==> config.mk <==
export PLATFORM = sky130hd
export DESIGN_NAME = uart_rx_flagbuf
export DESIGN_NICKNAME = d
export VERILOG_FILES = /design/src/rtl/uart_rx_pkg.sv /design/src/rtl/uart_rx_deser.sv /design/src/rtl/uart_rx_buf.sv /design/src/rtl/uart_rx_flagbuf.sv
export SDC_FILE = /design/constraint.sdc
export NUM_CORES = 1
export LEC_CHECK = 0
export BUFFER_PORTS_ARGS = -buffer_cell sky130_fd_sc_hd__buf_4
export CAP_MARGIN = 20
export CELL_PAD_IN_SITES_DETAIL_PLACEMENT = 1
export CELL_PAD_IN_SITES_GLOBAL_PLACEMENT = 2
export CORE_MARGIN = 3
export CORE_UTILIZATION = 41
export CTS_BUF_LIST = sky130_fd_sc_hd__clkbuf_16
export DETAILED_ROUTE_END_ITERATION = 10
export PLACE_DENSITY = 0.84
export SLEW_MARGIN = 20
export SYNTH_ARGS = -nofsm -noshare
export SYNTH_HDL_FRONTEND = slang
export SYNTH_HIERARCHICAL = 1
export SYNTH_SLANG_ARGS = --single-unit
==> constraint.sdc <==
create_clock -name clk -period 6.45 [get_ports clk]
set_clock_uncertainty 0.1 [all_clocks]
set_input_delay 0.3225 -clock clk [delete_from_list [all_inputs] [get_ports clk]]
set_output_delay 0.3225 -clock clk [all_outputs]
set_load 0.05 [all_outputs]
==> src/rtl/uart_rx_pkg.sv <==
package uart_rx_pkg;

  typedef enum logic [2:0] {
    ST_IDLE,
    ST_START,
    ST_DATA,
    ST_PAR,
    ST_STOP
  } rx_state_t;

  typedef struct packed {
    logic ferr;
    logic perr;
  } rx_flags_t;

endpackage

==> src/rtl/uart_rx_deser.sv <==
module uart_rx_deser
  import uart_rx_pkg::*;
#(
  parameter int unsigned DATA_W = 8,
  parameter int unsigned OSR    = 16
) (
  input  logic              clk,
  input  logic              rst,
  input  logic              en,
  input  logic              tick,
  input  logic              rxd,
  input  logic              par_en,
  input  logic              par_odd,
  output logic              done,
  output logic [DATA_W-1:0] data,
  output rx_flags_t         flags
);

  localparam int unsigned CNT_W = $clog2(OSR);
  localparam int unsigned BIT_W = (DATA_W > 1) ? $clog2(DATA_W) : 1;
  localparam logic [CNT_W-1:0] MID_CNT  = CNT_W'(OSR / 2 - 1);
  localparam logic [CNT_W-1:0] LAST_CNT = CNT_W'(OSR - 1);
  localparam logic [BIT_W-1:0] LAST_BIT = BIT_W'(DATA_W - 1);

  rx_state_t          state;
  logic [CNT_W-1:0]   cnt;
  logic [BIT_W-1:0]   nbit;
  logic [DATA_W-1:0]  shreg;
  logic               pbit;
  logic               rx_meta, rx_sync;

  // two-stage synchronizer for the asynchronous line
  always_ff @(posedge clk) begin
    if (rst) begin
      rx_meta <= 1'b1;
      rx_sync <= 1'b1;
    end else begin
      rx_meta <= rxd;
      rx_sync <= rx_meta;
    end
  end

  always_ff @(posedge clk) begin
    if (rst || !en) begin
      state <= ST_IDLE;
      cnt   <= '0;
      nbit  <= '0;
      shreg <= '0;
      pbit  <= 1'b0;
      done  <= 1'b0;
      data  <= '0;
      flags <= '0;
    end else begin
      done <= 1'b0;
      if (tick) begin
        unique case (state)
          ST_IDLE: begin
            if (!rx_sync) begin
              state <= ST_START;
              cnt   <= '0;
            end
          end
          ST_START: begin
            if (cnt == MID_CNT) begin
              cnt <= '0;
              if (!rx_sync) begin
                state <= ST_DATA;
                nbit  <= '0;
              end else begin
                state <= ST_IDLE;       // glitch: reject
              end
            end else begin
              cnt <= cnt + 1'b1;
            end
          end
          ST_DATA: begin
            if (cnt == LAST_CNT) begin
              cnt   <= '0;
              shreg <= {rx_sync, shreg[DATA_W-1:1]};
              if (nbit == LAST_BIT) state <= par_en ? ST_PAR : ST_STOP;
              else                  nbit  <= nbit + 1'b1;
            end else begin
              cnt <= cnt + 1'b1;
            end
          end
          ST_PAR: begin
            if (cnt == LAST_CNT) begin
              cnt   <= '0;
              pbit  <= rx_sync;
              state <= ST_STOP;
            end else begin
              cnt <= cnt + 1'b1;
            end
          end
          ST_STOP: begin
            if (cnt == LAST_CNT) begin
              cnt        <= '0;
              state      <= ST_IDLE;
              done       <= 1'b1;
              data       <= shreg;
              flags.ferr <= !rx_sync;
              flags.perr <= par_en && ((^shreg ^ pbit) != par_odd);
            end else begin
              cnt <= cnt + 1'b1;
            end
          end
          default: state <= ST_IDLE;
        endcase
      end
    end
  end

  // a completed frame is reported for a single cycle
  assert_done_pulse_R2: assert property (@(posedge clk) disable iff (rst)
    done |=> !done);

  // a disabled receiver leaves the frame machine idle and reports nothing
  assert_off_idle_R12: assert property (@(posedge clk) disable iff (rst)
    !en |=> (state == ST_IDLE && !done));

  // a start bit that is high at mid-bit goes back to idle
  assert_false_start_R11: assert property (@(posedge clk) disable iff (rst)
    (en && tick && state == ST_START && cnt == MID_CNT && rx_sync) |=> state == ST_IDLE);

endmodule

==> src/rtl/uart_rx_buf.sv <==
module uart_rx_buf
  import uart_rx_pkg::*;
#(
  parameter int unsigned DATA_W = 8,
  parameter int unsigned DEPTH  = 2
) (
  input  logic              clk,
  input  logic              rst,
  input  logic              flush,
  input  logic              wr_valid,
  input  logic [DATA_W-1:0] wr_data,
  input  rx_flags_t         wr_flags,
  input  logic              rd_pop,
  output logic [DATA_W-1:0] head_data,
  output rx_flags_t         head_flags,
  output logic              not_empty,
  output logic              ovr
);

  localparam int unsigned PTR_W = (DEPTH > 1) ? $clog2(DEPTH) : 1;
  localparam int unsigned LVL_W = $clog2(DEPTH + 1);
  localparam logic [PTR_W-1:0] LAST_PTR = PTR_W'(DEPTH - 1);
  localparam logic [LVL_W-1:0] FULL_LVL = LVL_W'(DEPTH);

  logic [DATA_W-1:0] mem_d [DEPTH];
  rx_flags_t         mem_f [DEPTH];
  logic [PTR_W-1:0]  wr_ptr, rd_ptr;
  logic [LVL_W-1:0]  level;
  logic              full, do_pop, do_push, ovr_set;

  assign full    = (level == FULL_LVL);
  assign do_pop  = rd_pop && (level != '0);
  assign do_push = wr_valid && !ovr && (!full || do_pop);
  assign ovr_set = wr_valid && !ovr && full && !do_pop;

  always_ff @(posedge clk) begin
    if (rst || flush) begin
      wr_ptr <= '0;
      rd_ptr <= '0;
      level  <= '0;
      ovr    <= 1'b0;
      for (int i = 0; i < DEPTH; i++) begin
        mem_d[i] <= '0;
        mem_f[i] <= '0;
      end
    end else begin
      if (do_push) begin
        mem_d[wr_ptr] <= wr_data;
        mem_f[wr_ptr] <= wr_flags;
        wr_ptr <= (wr_ptr == LAST_PTR) ? '0 : wr_ptr + 1'b1;
      end
      if (do_pop) rd_ptr <= (rd_ptr == LAST_PTR) ? '0 : rd_ptr + 1'b1;
      if (do_push && !do_pop)      level <= level + 1'b1;
      else if (do_pop && !do_push) level <= level - 1'b1;
      if (do_pop)       ovr <= 1'b0;
      else if (ovr_set) ovr <= 1'b1;
    end
  end

  assign not_empty  = (level != '0);
  assign head_data  = not_empty ? mem_d[rd_ptr] : '0;
  assign head_flags = not_empty ? mem_f[rd_ptr] : '0;

  // occupancy never exceeds the two slots
  assert_no_overflow_R3: assert property (@(posedge clk) disable iff (rst)
    level <= FULL_LVL);

  // a frame into a full buffer without a pop raises overrun
  assert_ovr_set_R8: assert property (@(posedge clk) disable iff (rst)
    (!flush && wr_valid && full && !rd_pop) |=> ovr);

  // during overrun, nothing is stored
  assert_ovr_drop_R8: assert property (@(posedge clk) disable iff (rst)
    (!flush && ovr && !rd_pop) |=> $stable(level));

  // a pop clears overrun
  assert_pop_clears_R9: assert property (@(posedge clk) disable iff (rst)
    (ovr && rd_pop) |=> !ovr);

  // frame and pop in the same cycle at full keep the buffer full, no overrun
  assert_same_cycle_R10: assert property (@(posedge clk) disable iff (rst)
    (!flush && wr_valid && full && rd_pop && !ovr) |=> (full && !ovr));

  // flush empties the buffer and clears overrun
  assert_flush_R12: assert property (@(posedge clk) disable iff (rst)
    flush |=> (level == '0 && !ovr));

endmodule

==> src/rtl/uart_rx_flagbuf.sv <==
module uart_rx_flagbuf
  import uart_rx_pkg::*;
#(
  parameter int unsigned DATA_W = 8,
  parameter int unsigned OSR    = 16,
  parameter int unsigned DEPTH  = 2
) (
  input  logic              clk,
  input  logic              rst,
  input  logic              tick16,
  input  logic              rxd,
  input  logic              rx_en,
  input  logic              par_en,
  input  logic              par_odd,
  input  logic              rxc_ie,
  input  logic              glb_ie,
  input  logic              rd_pop,
  output logic [DATA_W-1:0] rd_data,
  output logic              rd_ferr,
  output logic              rd_perr,
  output logic              rd_ovr,
  output logic              rxc,
  output logic              irq
);

  logic              fr_done;
  logic [DATA_W-1:0] fr_data;
  rx_flags_t         fr_flags;
  rx_flags_t         hd_flags;
  logic              nonempty;

  uart_rx_deser #(.DATA_W(DATA_W), .OSR(OSR)) u_deser (
    .clk     (clk),
    .rst     (rst),
    .en      (rx_en),
    .tick    (tick16),
    .rxd     (rxd),
    .par_en  (par_en),
    .par_odd (par_odd),
    .done    (fr_done),
    .data    (fr_data),
    .flags   (fr_flags)
  );

  uart_rx_buf #(.DATA_W(DATA_W), .DEPTH(DEPTH)) u_buf (
    .clk        (clk),
    .rst        (rst),
    .flush      (!rx_en),
    .wr_valid   (fr_done),
    .wr_data    (fr_data),
    .wr_flags   (fr_flags),
    .rd_pop     (rd_pop),
    .head_data  (rd_data),
    .head_flags (hd_flags),
    .not_empty  (nonempty),
    .ovr        (rd_ovr)
  );

  assign rd_ferr = hd_flags.ferr;
  assign rd_perr = hd_flags.perr;
  assign rxc     = nonempty;
  assign irq     = nonempty && rxc_ie && glb_ie;

  // the disable reaches the status outputs one cycle later
  assert_disable_clears_R12: assert property (@(posedge clk) disable iff (rst)
    !rx_en |=> (!rxc && !rd_ovr));

  // receive-complete can only rise as the result of a finished frame
  assert_rxc_source_R4: assert property (@(posedge clk) disable iff (rst)
    $rose(rxc) |-> $past(fr_done));

endmodule

==> run metrics <==
DRC=0; antenna fix cells=0; DR iter-0 viols=76; fmax=440 MHz; Wirelength per Cell=15.2 um; Hold-fix buffers, CTS=0; number of synthesis warnings=6; vias in the first global route=1961; Pwr Total=898 uW; Pre-antenna DRT Iters=4; post-route cell area=0.00327 sq mm; Slew HR=50.6%; Tot GR Track Use=16.2%; Gate power share=2.5%; Skew-Pair Late Insertion Delay=0.32 ns; Pint=727 uW; placed cell area=0.00295 sq mm; DIE HEIGHT=88.1 um; CTS Root Cell=clkbuf_16; pwr dens=275 mW/mm^2; Core Box Area=0.00642 sq mm; top_reg_cell synth=dfxtp_1; pin count of the biggest net entering global routing=32; Worst Hold Class=in2reg; fraction of layout cells with a size suffix above 1=15.6%; maximum clock path buffer count=2; GPL Wtd Cong=0.792; Post-Syn Area=0.00276 sq mm; chip width=88.1 um; Data arrival, critical path=2.42 ns; outcome=completed; peak-usage layer in the global routing report=met1; final worst-path cycle share=35.2%; Final HPWL DP=4000 um; synthesis-to-layout area growth=18.2%; CP required=6.60 ns; I/O Buffers=22; critical path class=reg2reg; Synth async-reset ratio=0%; leak pwr=1.25 nW; fin crit period=2.27 ns; M3 GR Usage=3.95%; Slew Limit Fails=0; M1 GR Usage=23.2%; GRT Residual Overflow=0; met2 global-route usage=22.9%; Die ar.=0.00776 sq mm; switch share=19.1%; register share of total power=43.2%; # Post-CTS Setup Buffers=0; crit end category=register; Synth area leaders=dfxtp_1, edfxtp_1, mux2i_1; top cell type's share of synthesized area=27.5%; largest area contributor in the netlist=dfxtp_1; clk slew on worst S/H paths=0.05 ns; IO Count=23; Post-Syn Instances=279; filler cell count=726; Vias/cell=5.37; Yosys reg bits=58; RSZ-0062 raised after global routing=no; Final Hold Fails=0; final wirelength=5760 um; CTS tree=done; Layout Nets=311; CTS Buf Count=9; Crit Path Max Fanout=6; global-route wire length before repair=9640 um; clock share of power=54.3%; Least-Margin Pin Slew=0.738 ns; post-cts gate resize count=0; peak supply drop=0.000167 V; initial antenna violation count=0; switching pwr=171 uW; Final TNS setup=0 ns; post-synthesis cell type count=48; Max-cap violations=0; Core Rows=29; CP startpoint kind=register; Final setup viols=0; Post-synth EDFFs=20; Initial Util=43.0%; # clock sinks=58; Routed Antenna Nets=0; CTS H-tree lvls=3; syn nets=293; register area share after synthesis=49.3%; Syn Area/Cell=9.90 sq um; Vias=2034
-- cells by family after synthesis --
logic type / count (synthesis) / synth area share, %
AO/OA/AOI/OAI: 44 / 9.74
XOR/XNOR: 10 / 3.67
adder cells (fa/ha/maj): 4 / 1.81
buffers and inverters: 21 / 3.62
flip-flops: 58 / 49.3
multiplexers: 19 / 6.88
AND/OR/NAND/NOR: 123 / 25.0
-- flip-flops by register name (all words and copies together) (netlist names), named ones only --
| name | count |
|---|---|
| u_buf/mem_d | 16 |
| u_deser/data | 8 |
| u_deser/shreg | 8 |
| u_buf/mem_f | 4 |
| u_deser/cnt | 4 |
| u_deser/nbit | 3 |
| u_deser/state | 3 |
| u_buf/level | 2 |
| u_deser/flags | 2 |
| u_buf/ovr | 1 |
| u_buf/rd_ptr | 1 |
| u_buf/wr_ptr | 1 |
| u_deser/done | 1 |
| u_deser/pbit | 1 |
| u_deser/rx_meta | 1 |
| u_deser/rx_sync | 1 |
-- cell type report --
| class | instances | area (sq um) | area share [%] |
|---|---|---|---|
| flip-flops and latches | 58 | 1360 | 41.7 |
| multi-input cells | 200 | 1300 | 39.9 |
| clock buffers | 9 | 225 | 6.90 |
| repair buffers | 24 | 180 | 5.52 |
| well taps | 77 | 96.3 | 2.95 |
| clock inverters | 7 | 83.8 | 2.57 |
| inverters | 4 | 15.0 | 0.460 |
-- cells in the mapped netlist, types with 2 or more instances --
library cell / count
nor4b_1: 2
o21a_1: 3
mux2i_1: 19
and2_1: 2
nand2_1: 22
or3b_1: 2
nand3_1: 3
nor2_1: 30
dfxtp_1: 38
nor3_1: 3
xor2_1: 5
edfxtp_1: 20
and3_1: 24
nand4_1: 5
o21ai_0: 7
or3_1: 3
a21oi_1: 21
inv_1: 4
o31ai_1: 3
buf_6: 2
nand2b_1: 9
nand3b_1: 2
a211o_1: 2
xnor2_1: 4
clkbuf_1: 10
o22ai_1: 2
ha_1: 4
or4_1: 2
buf_2: 5
or2_2: 3
-- through the flow --
| stage | util (%) | instances | setup WS, ns | hold WS [ns] |
|---|---|---|---|---|
| final | 50.8 | 379 | 4.18 | 0.0877 |
| after global routing | 50.8 | 379 | 4.03 | 0.0855 |
| after CTS | 50.8 | 379 | 4.16 | 0.0757 |
| after detailed placement | 46.0 | 363 | 4.09 | 0.299 |
| after global placement | 46.0 | 363 | 4.25 | 0.292 |
| after floorplan | - | 279 | 4.35 | 0.289 |
-- power groups by stage --
stage / combinational [mW] / sequential (mW) / clock [mW]
2_1_floorplan: 0.0138 / 0.394 / 0
3_3_place_gp: 0.0220 / 0.395 / 0
3_5_place_dp: 0.0226 / 0.395 / 0
4_1_cts: 0.0227 / 0.388 / 0.499
5_1_grt: 0.0250 / 0.388 / 0.520
6_report: 0.0224 / 0.388 / 0.487
-- layer usage --
metal	wire, um	part of all wire (%)	up-vias
met5	0	0	-
met4	84	1.5	0
met3	181	3.1	7
met2	2510	43	28
met1	2990	52	961
li1	-	-	1038
-- layout by cell type (no fill, tap or decap), types with 2 or more instances in the layout --
cell	count
o21ai_0	7
nand4_1	5
a211o_1	2
or3b_1	2
and3_1	24
o31ai_1	3
nand3_1	3
nand3b_1	2
clkinv_1	3
nor4b_1	2
nor3_1	3
or3_1	3
edfxtp_1	20
or4_1	2
xor2_1	5
a21oi_1	21
o21a_1	3
nand2_1	22
clkbuf_16	9
or2_2	3
buf_4	24
xnor2_1	4
bufinv_16	2
nand2b_1	9
and2_1	2
nor2_1	29
mux2i_1	19
inv_1	4
o22ai_1	2
dfxtp_1	38
ha_1	4
-- worst paths after layout --
| kind | start | end | slack, ns | depth (start not counted) |
|---|---|---|---|---|
| max | u_deser/nbit[0]$_SDFFE_PP0P_ | u_deser/nbit[0]$_SDFFE_PP0P_ | 4.18 | 6 |
| max reg2reg | u_deser/nbit[0]$_SDFFE_PP0P_ | u_deser/nbit[0]$_SDFFE_PP0P_ | 4.18 | 6 |
| min | rxd | u_deser/rx_meta$_SDFF_PP1_ | 0.09 | 2 |
| min reg2reg | u_deser/rx_meta$_SDFF_PP1_ | u_deser/rx_sync$_SDFF_PP1_ | 0.31 | 1 |
-- worst max-delay path, stage by stage (launching register included) --
cell and delay, ns:
dfxtp_1 0.32, ha_1 0.20, ha_1 0.19, or3b_1 0.35, a211o_1 0.36, or4b_1 0.54, a21oi_1 0.14
Note: power is estimated with default switching activity, not from simulation.
